## src/rtl/vol_i2c_pkg.sv

```systemverilog
package vol_i2c_pkg;
    typedef enum logic [2:0] {
        ST_IDLE,
        ST_ADDR,
        ST_ADDR_ACK,
        ST_DATA,
        ST_DATA_ACK,
        ST_IGNORE
    } rx_state_t;
endpackage

```

## src/rtl/vol_i2c_sync.sv

```systemverilog
module vol_i2c_sync #(
    parameter int WIDTH  = 2,
    parameter int STAGES = 2
) (
    input  logic             clk,
    input  logic             rst_n,
    input  logic [WIDTH-1:0] async_in,
    output logic [WIDTH-1:0] sync_out
);
    logic [WIDTH-1:0] chain [STAGES];

    genvar g;
    generate
        for (g = 0; g < STAGES; g++) begin : g_stage
            always_ff @(posedge clk or negedge rst_n) begin
                if (!rst_n) begin
                    chain[g] <= '1;
                end else if (g == 0) begin
                    chain[g] <= async_in;
                end else begin
                    chain[g] <= chain[(g == 0) ? 0 : g-1];
                end
            end
        end
    endgenerate

    assign sync_out = chain[STAGES-1];
endmodule

```

## src/rtl/vol_i2c_cond.sv

```systemverilog
module vol_i2c_cond (
    input  logic clk,
    input  logic rst_n,
    input  logic scl_s,
    input  logic sda_s,
    output logic scl_rise,
    output logic scl_fall,
    output logic start_det,
    output logic stop_det
);
    logic scl_q;
    logic sda_q;

    always_ff @(posedge clk or negedge rst_n) begin
        if (!rst_n) begin
            scl_q <= 1'b1;
            sda_q <= 1'b1;
        end else begin
            scl_q <= scl_s;
            sda_q <= sda_s;
        end
    end

    assign scl_rise  =  scl_s & ~scl_q;
    assign scl_fall  = ~scl_s &  scl_q;
    assign start_det =  scl_s &  scl_q &  sda_q & ~sda_s;
    assign stop_det  =  scl_s &  scl_q & ~sda_q &  sda_s;
endmodule

```

## src/rtl/vol_i2c_rx.sv

```systemverilog
module vol_i2c_rx
    import vol_i2c_pkg::*;
#(
    parameter int          DATA_W      = 8,
    parameter logic [7:0]  DEV_ADDR    = 8'h88,
    parameter int          SYNC_STAGES = 2
) (
    input  logic              clk,
    input  logic              rst_n,
    input  logic              scl_in,
    input  logic              sda_in,
    output logic              sda_pull_n,
    output logic              rx_valid,
    output logic [DATA_W-1:0] rx_data
);
    localparam int CNT_W = $clog2(DATA_W + 1);
    localparam logic [CNT_W-1:0] LAST_BIT = CNT_W'(DATA_W);

    logic [1:0] line_s;
    logic       scl_rise, scl_fall, start_det, stop_det;
    rx_state_t  state, nxt;
    logic [CNT_W-1:0]  bit_cnt;
    logic [DATA_W-1:0] shreg;
    logic       byte_done;
    logic       shifting;

    vol_i2c_sync #(.WIDTH(2), .STAGES(SYNC_STAGES)) u_sync (
        .clk      (clk),
        .rst_n    (rst_n),
        .async_in ({scl_in, sda_in}),
        .sync_out (line_s)
    );

    vol_i2c_cond u_cond (
        .clk       (clk),
        .rst_n     (rst_n),
        .scl_s     (line_s[1]),
        .sda_s     (line_s[0]),
        .scl_rise  (scl_rise),
        .scl_fall  (scl_fall),
        .start_det (start_det),
        .stop_det  (stop_det)
    );

    assign byte_done = scl_fall && (bit_cnt == LAST_BIT);
    assign shifting  = (state == ST_ADDR) || (state == ST_DATA);

    // next-state logic
    always_comb begin
        nxt = state;
        if (stop_det) begin
            nxt = ST_IDLE;
        end else if (start_det) begin
            nxt = ST_ADDR;
        end else begin
            unique case (state)
                ST_IDLE:     nxt = ST_IDLE;
                ST_ADDR:     if (byte_done)
                                 nxt = (shreg[DATA_W-1 -: 8] == DEV_ADDR) ? ST_ADDR_ACK : ST_IGNORE;
                ST_ADDR_ACK: if (scl_fall) nxt = ST_DATA;
                ST_DATA:     if (byte_done) nxt = ST_DATA_ACK;
                ST_DATA_ACK: if (scl_fall) nxt = ST_DATA;
                ST_IGNORE:   nxt = ST_IGNORE;
                default:     nxt = ST_IDLE;
            endcase
        end
    end

    // state register
    always_ff @(posedge clk or negedge rst_n) begin
        if (!rst_n) state <= ST_IDLE;
        else        state <= nxt;
    end

    // shift register and bit counter
    always_ff @(posedge clk or negedge rst_n) begin
        if (!rst_n) begin
            bit_cnt <= '0;
            shreg   <= '0;
        end else if (start_det || stop_det || byte_done) begin
            bit_cnt <= '0;
        end else if (scl_rise && shifting) begin
            bit_cnt <= bit_cnt + 1'b1;
            shreg   <= {shreg[DATA_W-2:0], line_s[0]};
        end
    end

    // outputs
    always_ff @(posedge clk or negedge rst_n) begin
        if (!rst_n) begin
            sda_pull_n <= 1'b1;
            rx_valid   <= 1'b0;
            rx_data    <= '0;
        end else begin
            sda_pull_n <= !((nxt == ST_ADDR_ACK) || (nxt == ST_DATA_ACK));
            rx_valid   <= (state == ST_DATA) && (nxt == ST_DATA_ACK);
            if ((state == ST_DATA) && (nxt == ST_DATA_ACK))
                rx_data <= shreg;
        end
    end

    // assertions
    a_r4_valid_single: assert property (@(posedge clk) disable iff (!rst_n)
        rx_valid |=> !rx_valid);

    a_r2_ack_held: assert property (@(posedge clk) disable iff (!rst_n)
        (state == ST_ADDR_ACK && !scl_fall && !start_det && !stop_det) |=> !sda_pull_n);

    a_r6_release_after_ack: assert property (@(posedge clk) disable iff (!rst_n)
        (state == ST_DATA_ACK && scl_fall && !start_det && !stop_det) |=> (sda_pull_n && state == ST_DATA));

    a_r3_ignore_quiet: assert property (@(posedge clk) disable iff (!rst_n)
        (state == ST_IGNORE) |-> (sda_pull_n && !rx_valid));

    a_r7_idle_quiet: assert property (@(posedge clk) disable iff (!rst_n)
        (state == ST_IDLE) |-> (sda_pull_n && !rx_valid));

    a_r8_restart_clears: assert property (@(posedge clk) disable iff (!rst_n)
        start_det |=> (state == ST_ADDR && bit_cnt == '0));

    always_comb begin
        if (rst_n) a_r4_count_range: assert (bit_cnt <= LAST_BIT);
    end
endmodule

```

## config.mk

```make
export PLATFORM = sky130hd
export DESIGN_NAME = vol_i2c_rx
export DESIGN_NICKNAME = d
export VERILOG_FILES = /design/src/rtl/vol_i2c_pkg.sv /design/src/rtl/vol_i2c_sync.sv /design/src/rtl/vol_i2c_cond.sv /design/src/rtl/vol_i2c_rx.sv
export SDC_FILE = /design/constraint.sdc
export NUM_CORES = 1
export LEC_CHECK = 0
export ABC_CLOCK_PERIOD_IN_PS = 4470
export CAP_MARGIN = 15
export CORE_MARGIN = 5
export CORE_UTILIZATION = 58
export DETAILED_ROUTE_END_ITERATION = 12
export PLACE_DENSITY = 0.83
export SLEW_MARGIN = 10
export SYNTH_ARGS = -nofsm -noshare
export SYNTH_HDL_FRONTEND = slang
export SYNTH_SLANG_ARGS = --single-unit
```

## constraint.sdc

```tcl
create_clock -name clk -period 4.47 [get_ports clk]
set_input_delay 0.447 -clock clk [delete_from_list [all_inputs] [get_ports clk]]
set_output_delay 0.447 -clock clk [all_outputs]
set_load 0.05 [all_outputs]
```

### After elaboration in Yosys (flattened, before gate mapping)

Index checks and enable logic that the tools add are counted.

* memories kept: 0
* register bits after elaboration: 31
* output and inout port bits: 10
* bits in latches: 0
* input port bits: 4
* bits in read-only memories: 0
* memory bits (writable): 0
* word-level logic and storage cells: 52

* $mul: 0
* add/subtract/negate cells: 1
* $lt $le $gt $ge: 0
* muxes and demuxes: 9
* div/mod/pow operators: 0
* bitwise operators: 12
* shift operators: 0
* reductions and logical operators: 11
* equal/unequal tests: 9

Operators by type and width (number)
* 3-bit two-way mux: 6
* 3-bit case mux with 4 select lines: 1
* 3-bit by 2-bit equality test with 1-bit output (second input constant): 3
* 3-bit equality test (second input constant): 3
* 8-bit equality test (second input constant): 1
* 4-bit two-way mux: 2
* 1-bit AND: 7
* 1-bit NOT: 5
* 4-bit by 1-bit adder with 4-bit output (second input constant): 1
* 4-bit equality test (second input constant): 1
* 1-bit logical OR: 4
* 3-bit by 1-bit equality test with 1-bit output (second input constant): 1
* 1-bit logical AND: 3
* 2-bit AND reduction: 1
* 2-bit nonzero test: 1
* 2-bit OR reduction: 1
* 1-bit zero test: 1

### Longest topological paths before layout

* depth after elaboration: 10
* gate-level depth with buffers: 7
* depth with buffers taken out: 7

### Cells and area by module

From an unflattened synthesis, not the netlist that was laid out.

* cells, all modules: 102
* area total of the unflattened synthesis: 1453.9 µm²

Modules (own cells, without submodules)
* vol_i2c_rx: cells each 90, seq. area each 626.9 µm², area an instance 1248.7 µm², times used 1
* vol_i2c_sync: cells each 6, seq. area each 105.1 µm², area an instance 120.1 µm², times used 1
* vol_i2c_cond: cells each 6, seq. area each 52.6 µm², area an instance 85.1 µm², times used 1

### Worst setup path before layout

No wires, ideal clock.

* path kind: flip-flop to flip-flop
* start: register bit_cnt[0]
* end: register sda_pull_n
* path slack: 2.761 ns
* required time: 4.377 ns
* library setup time: 0.093 ns
* arrival time: 1.615 ns
* period minus slack after synthesis: 1.709 ns
* buffers on the path: 0
* cell stages (with the launch flop): 8
* path through: dfrtp_1 > inv_1 > ha_1 > and3b_1 > and3_1 > a22o_2 > a2111oi_1 > o22ai_1

* word-level cells in the longest chain between the ends: 9
* elaborated cells on any way between the ends: 11
* classes of those cells: 3 x eq/ne; 5 x mux; 3 x reduce/logical

RTL lines
* from (decl): line vol_i2c_rx.sv:22 `logic [CNT_W-1:0] bit_cnt;`
* from (signal assigned): line vol_i2c_rx.sv:83 `bit_cnt <= bit_cnt + 1'b1;`
* 4-bit equality test (*): line vol_i2c_rx.sv:45 `assign byte_done = scl_fall && (bit_cnt == LAST_BIT);`
* 1-bit logical AND (*): line vol_i2c_rx.sv:45
* 3-bit two-way mux, on equally long branches: line vol_i2c_rx.sv:61, vol_i2c_rx.sv:58
* 3-bit case mux with 4 select lines (*): line vol_i2c_rx.sv:56 `unique case (state)`
* 3-bit two-way mux (*): line vol_i2c_rx.sv:53 `end else if (start_det) begin`
* 3-bit two-way mux (*): line vol_i2c_rx.sv:51 `if (stop_det) begin`
* 3-bit by 2-bit equality test with 1-bit output or 3-bit equality test (tied branches): line vol_i2c_rx.sv:95 `sda_pull_n <= !((nxt == ST_ADDR_ACK) || (nxt == ST_DATA_ACK));`
* 1-bit logical OR (*): line vol_i2c_rx.sv:95
* 1-bit zero test (*): line vol_i2c_rx.sv:95
* to (signal assigned): line vol_i2c_rx.sv:95
* to (decl): line vol_i2c_rx.sv:12 `output logic sda_pull_n,`

Every way passes the cells marked *; elsewhere a longest branch is shown, timed or not.
A chain may end at the register's enable or synchronous reset.

### Worst setup path after layout

* start: register sda_pull_n
* end: output port sda_pull_n

No word-level cell between the ends.

==> flow_summary.ini <==
[power]
comb_power_share_pct = 14.9
seqPwrFrac_pct = 60.6
peakVddDrop_v = 0.0002659
clkPwrFrac_pct = 24.5
p_sw_uw = 177.9
cellPowerDensity_nw_per_um2 = 399.8
p_int_uw = 438.9
sw_frac_of_total_pct = 28.85
power_leakage_nw = 0.6780

[layout]
fin_nets = 126
syn_to_final_growth_pct = 15.34
diodes = 0
drive_gt1_share_pct = 30.58

[sta]
fin_worst_skew_ns = 0.009063
setup_viol = 0
setup_ws_ns = 2.380
drv_slew = 0
worst_pin_slew_ns = 0.9053
timing_hold_violations_final = 0
fin_setup_tns_ns = 0
relSlewSlack_pct = 39.38
post-route-period-util_pct = 46.75
rsz0062_at_grt = false
layout_min_cycle_time_ns = 2.090
max_freq_mhz = 478.5

[synth]
synth_commonest_cells = 24 x dfrtp_1, 16 x mux2_2, 7 x dfstp_2
synth_top_area_share_pct = 44.90
synth_cells = 102
synthSimpleGateAreaFrac_pct = 14.69
ys_seq_elements = 31
synthesis.area_um2 = 1338
synth.area.mux_share_pct = 13.47
yosysTopAreaCell = dfrtp_1
yosysSeqAreaShare_pct = 58.65
syn_avg_cell_area_um2 = 13.11
postSynth.asyncResetShare_pct = 100.0
synth_cell_types = 35
synth_top_family_by_area = simple AND/OR/NAND/NOR gates
synth_top_cells_by_area = dfrtp_1 45%, dfstp_2 14%, mux2_2 13%
synth_nets = 108
ys.flop_type = dfrtp_1
synth_edf_count = 0
synth-warning-count = 0
synth_most_common_cell = dfrtp_1
synth_compound_area_share_pct = 6.548
synth_xor_area_share_pct = 2.619
synth_adder_area_share_pct = 1.871

[critical_path]
worst_path_largest_cell_delay_ns = 0.79
slowest_stage = clkdlybuf4s50_1
timing.rr.end = bit_cnt[3]
worstSetupPathType = flip-flop to output pin
cp.arrival_ns = 1.64
crit_path_end_kind = output pin
path_depth = 1
cp_max_fo = 1
r2r_slack_ns = 2.43
startpoint = sda_pull_n
r2r_cells = 5
start_kind = flip-flop
cp_cell_sequence = clkdlybuf4s50_1
r2r_start = state[2]
path_delay_family = buffers and inverters
worst-path-buf-inv = 1
crit_required_ns = 4.02

[grt]
antenna_found_initial = 0
grt_pass1_vias = 880
grt_max_degree = 32
track_usage_pct = 16.91
grt_overflow = 0
grt_pass1_wl_mm = 4.181

[worst_hold_path]
hold_depth = 0
hold_path_class = flip-flop to flip-flop
worstHoldEndpoint = u_sync.sync_out[0]
min-delay-start = u_sync.chain[2]

[floorplanning]
die_h_um = 58.02
top_level_ports = 14
fp-row-count = 17
core_um2 = 2212
die-area_um2 = 3366
die_x_um = 58.02
start_util_pct = 60.46

[clocking]
cts_num_sinks = 31
clock_latency_ns = 0.33
cts_tree = done
cts_root_buf = clkbuf_4
holdBufCountCts = 0
cts_buffers = 5
cts_setup_buffers = 0
clk_pin_slew_ns = 0.09
htree_levels = 2
cts_max_path_buffers = 2
cts_resized = 0

[place]
portBuffers = 13
gp_congestion = 0.9030
hpwl_mm = 1.581
dp_worst_setup_slack_ns = 2.448

[detailed_routing]
drtAntennaViolNets = 0
num_vias = 864
drtPass1Iterations = 4
finalWirelength_mm = 2.373
drcViolationCount = 0
viasPerCell = 5.799
wire_per_inst_um = 15.93
drtIter0Drc = 24

[status]
status = finished clean

[job]
max-cap-violations = 0
## layout make-up
cell class              count  area [um2]
multi-input cells          65       524.3
inverters                   3       11.26
clock buffers               7       45.04
flip-flops and latches     31       784.5
fillers                   173       669.4
well taps                  28       35.03
clock inverters             1       5.005
repair buffers             14       137.6
## cell families (layout without fill, tap and decap cells)
family	after synthesis	after routing
compound gates	12	12
fa+ha+maj	2	2
xor+xnor	4	4
buf+inv	6	25
simple gates	31	31
mux	16	16
flops	31	31
## through the flow
stage	power (mW)	utilization [%]	cell area, um2	hold WS [ns]	cells
finish	0.6169	69.74	1543	0.3598	149
global route	0.6606	69.74	1543	0.3689	149
CTS	0.6253	69.74	1543	0.3609	149
detailed placement	0.4713	67.48	1493	0.3479	141
global placement	0.4595	67.48	1493	0.3463	141
floorplan	0.4361	-	1338	0.1514	102
## placed cells by master (no fill, tap or decap), types with 2 or more instances in the layout
cell / count
clkdlybuf4s50_1: 13
mux2_2: 16
dfstp_2: 7
clkbuf_1: 2
clkbuf_4: 5
nor2b_1: 3
nand2_1: 5
o21ai_0: 2
xnor2_1: 2
nor2_1: 6
nand2b_1: 2
dfrtp_1: 24
xor2_1: 2
nor3_1: 4
ha_1: 2
inv_1: 3
nor4b_2: 2
## worst max path at each step
stage                  to
2_1_floorplan  sda_pull_n
3_3_place_gp   bit_cnt[3]
3_5_place_dp   bit_cnt[3]
4_1_cts        sda_pull_n
5_1_grt        bit_cnt[3]
6_report       sda_pull_n
## power groups by stage
stage / Combinational (mW) / Sequential, mW / Clock (mW)
global placement: 0.0863 / 0.373 / 0
finish: 0.0920 / 0.374 / 0.151
CTS: 0.0933 / 0.374 / 0.158
global route: 0.105 / 0.380 / 0.175
floorplan: 0.0719 / 0.364 / 0
detailed placement: 0.0918 / 0.380 / 0
## registers in the layout, indices dropped and copies added (netlist names)
| register | count |
|---|---|
| bit_cnt | 4 |
| rx_data | 8 |
| rx_valid | 1 |
| sda_pull_n | 1 |
| shreg | 8 |
| state | 3 |
| u_cond.scl_q | 1 |
| u_cond.sda_q | 1 |
| u_sync.chain | 2 |
| u_sync.sync_out | 2 |
## routing by layer
layer | share of wire (%) | routed length, um | track usage (%) | vias to the layer above
met2 | 49 | 1166 | 24.68 | 30
met5 | 0 | 0 | 0 | -
met3 | 6.1 | 144 | 6.904 | 6
met4 | 1.5 | 35 | 7.947 | 0
li1 | - | - | - | 396
met1 | 43 | 1027 | 21.83 | 432
Note: power is estimated with default switching activity, not from simulation.
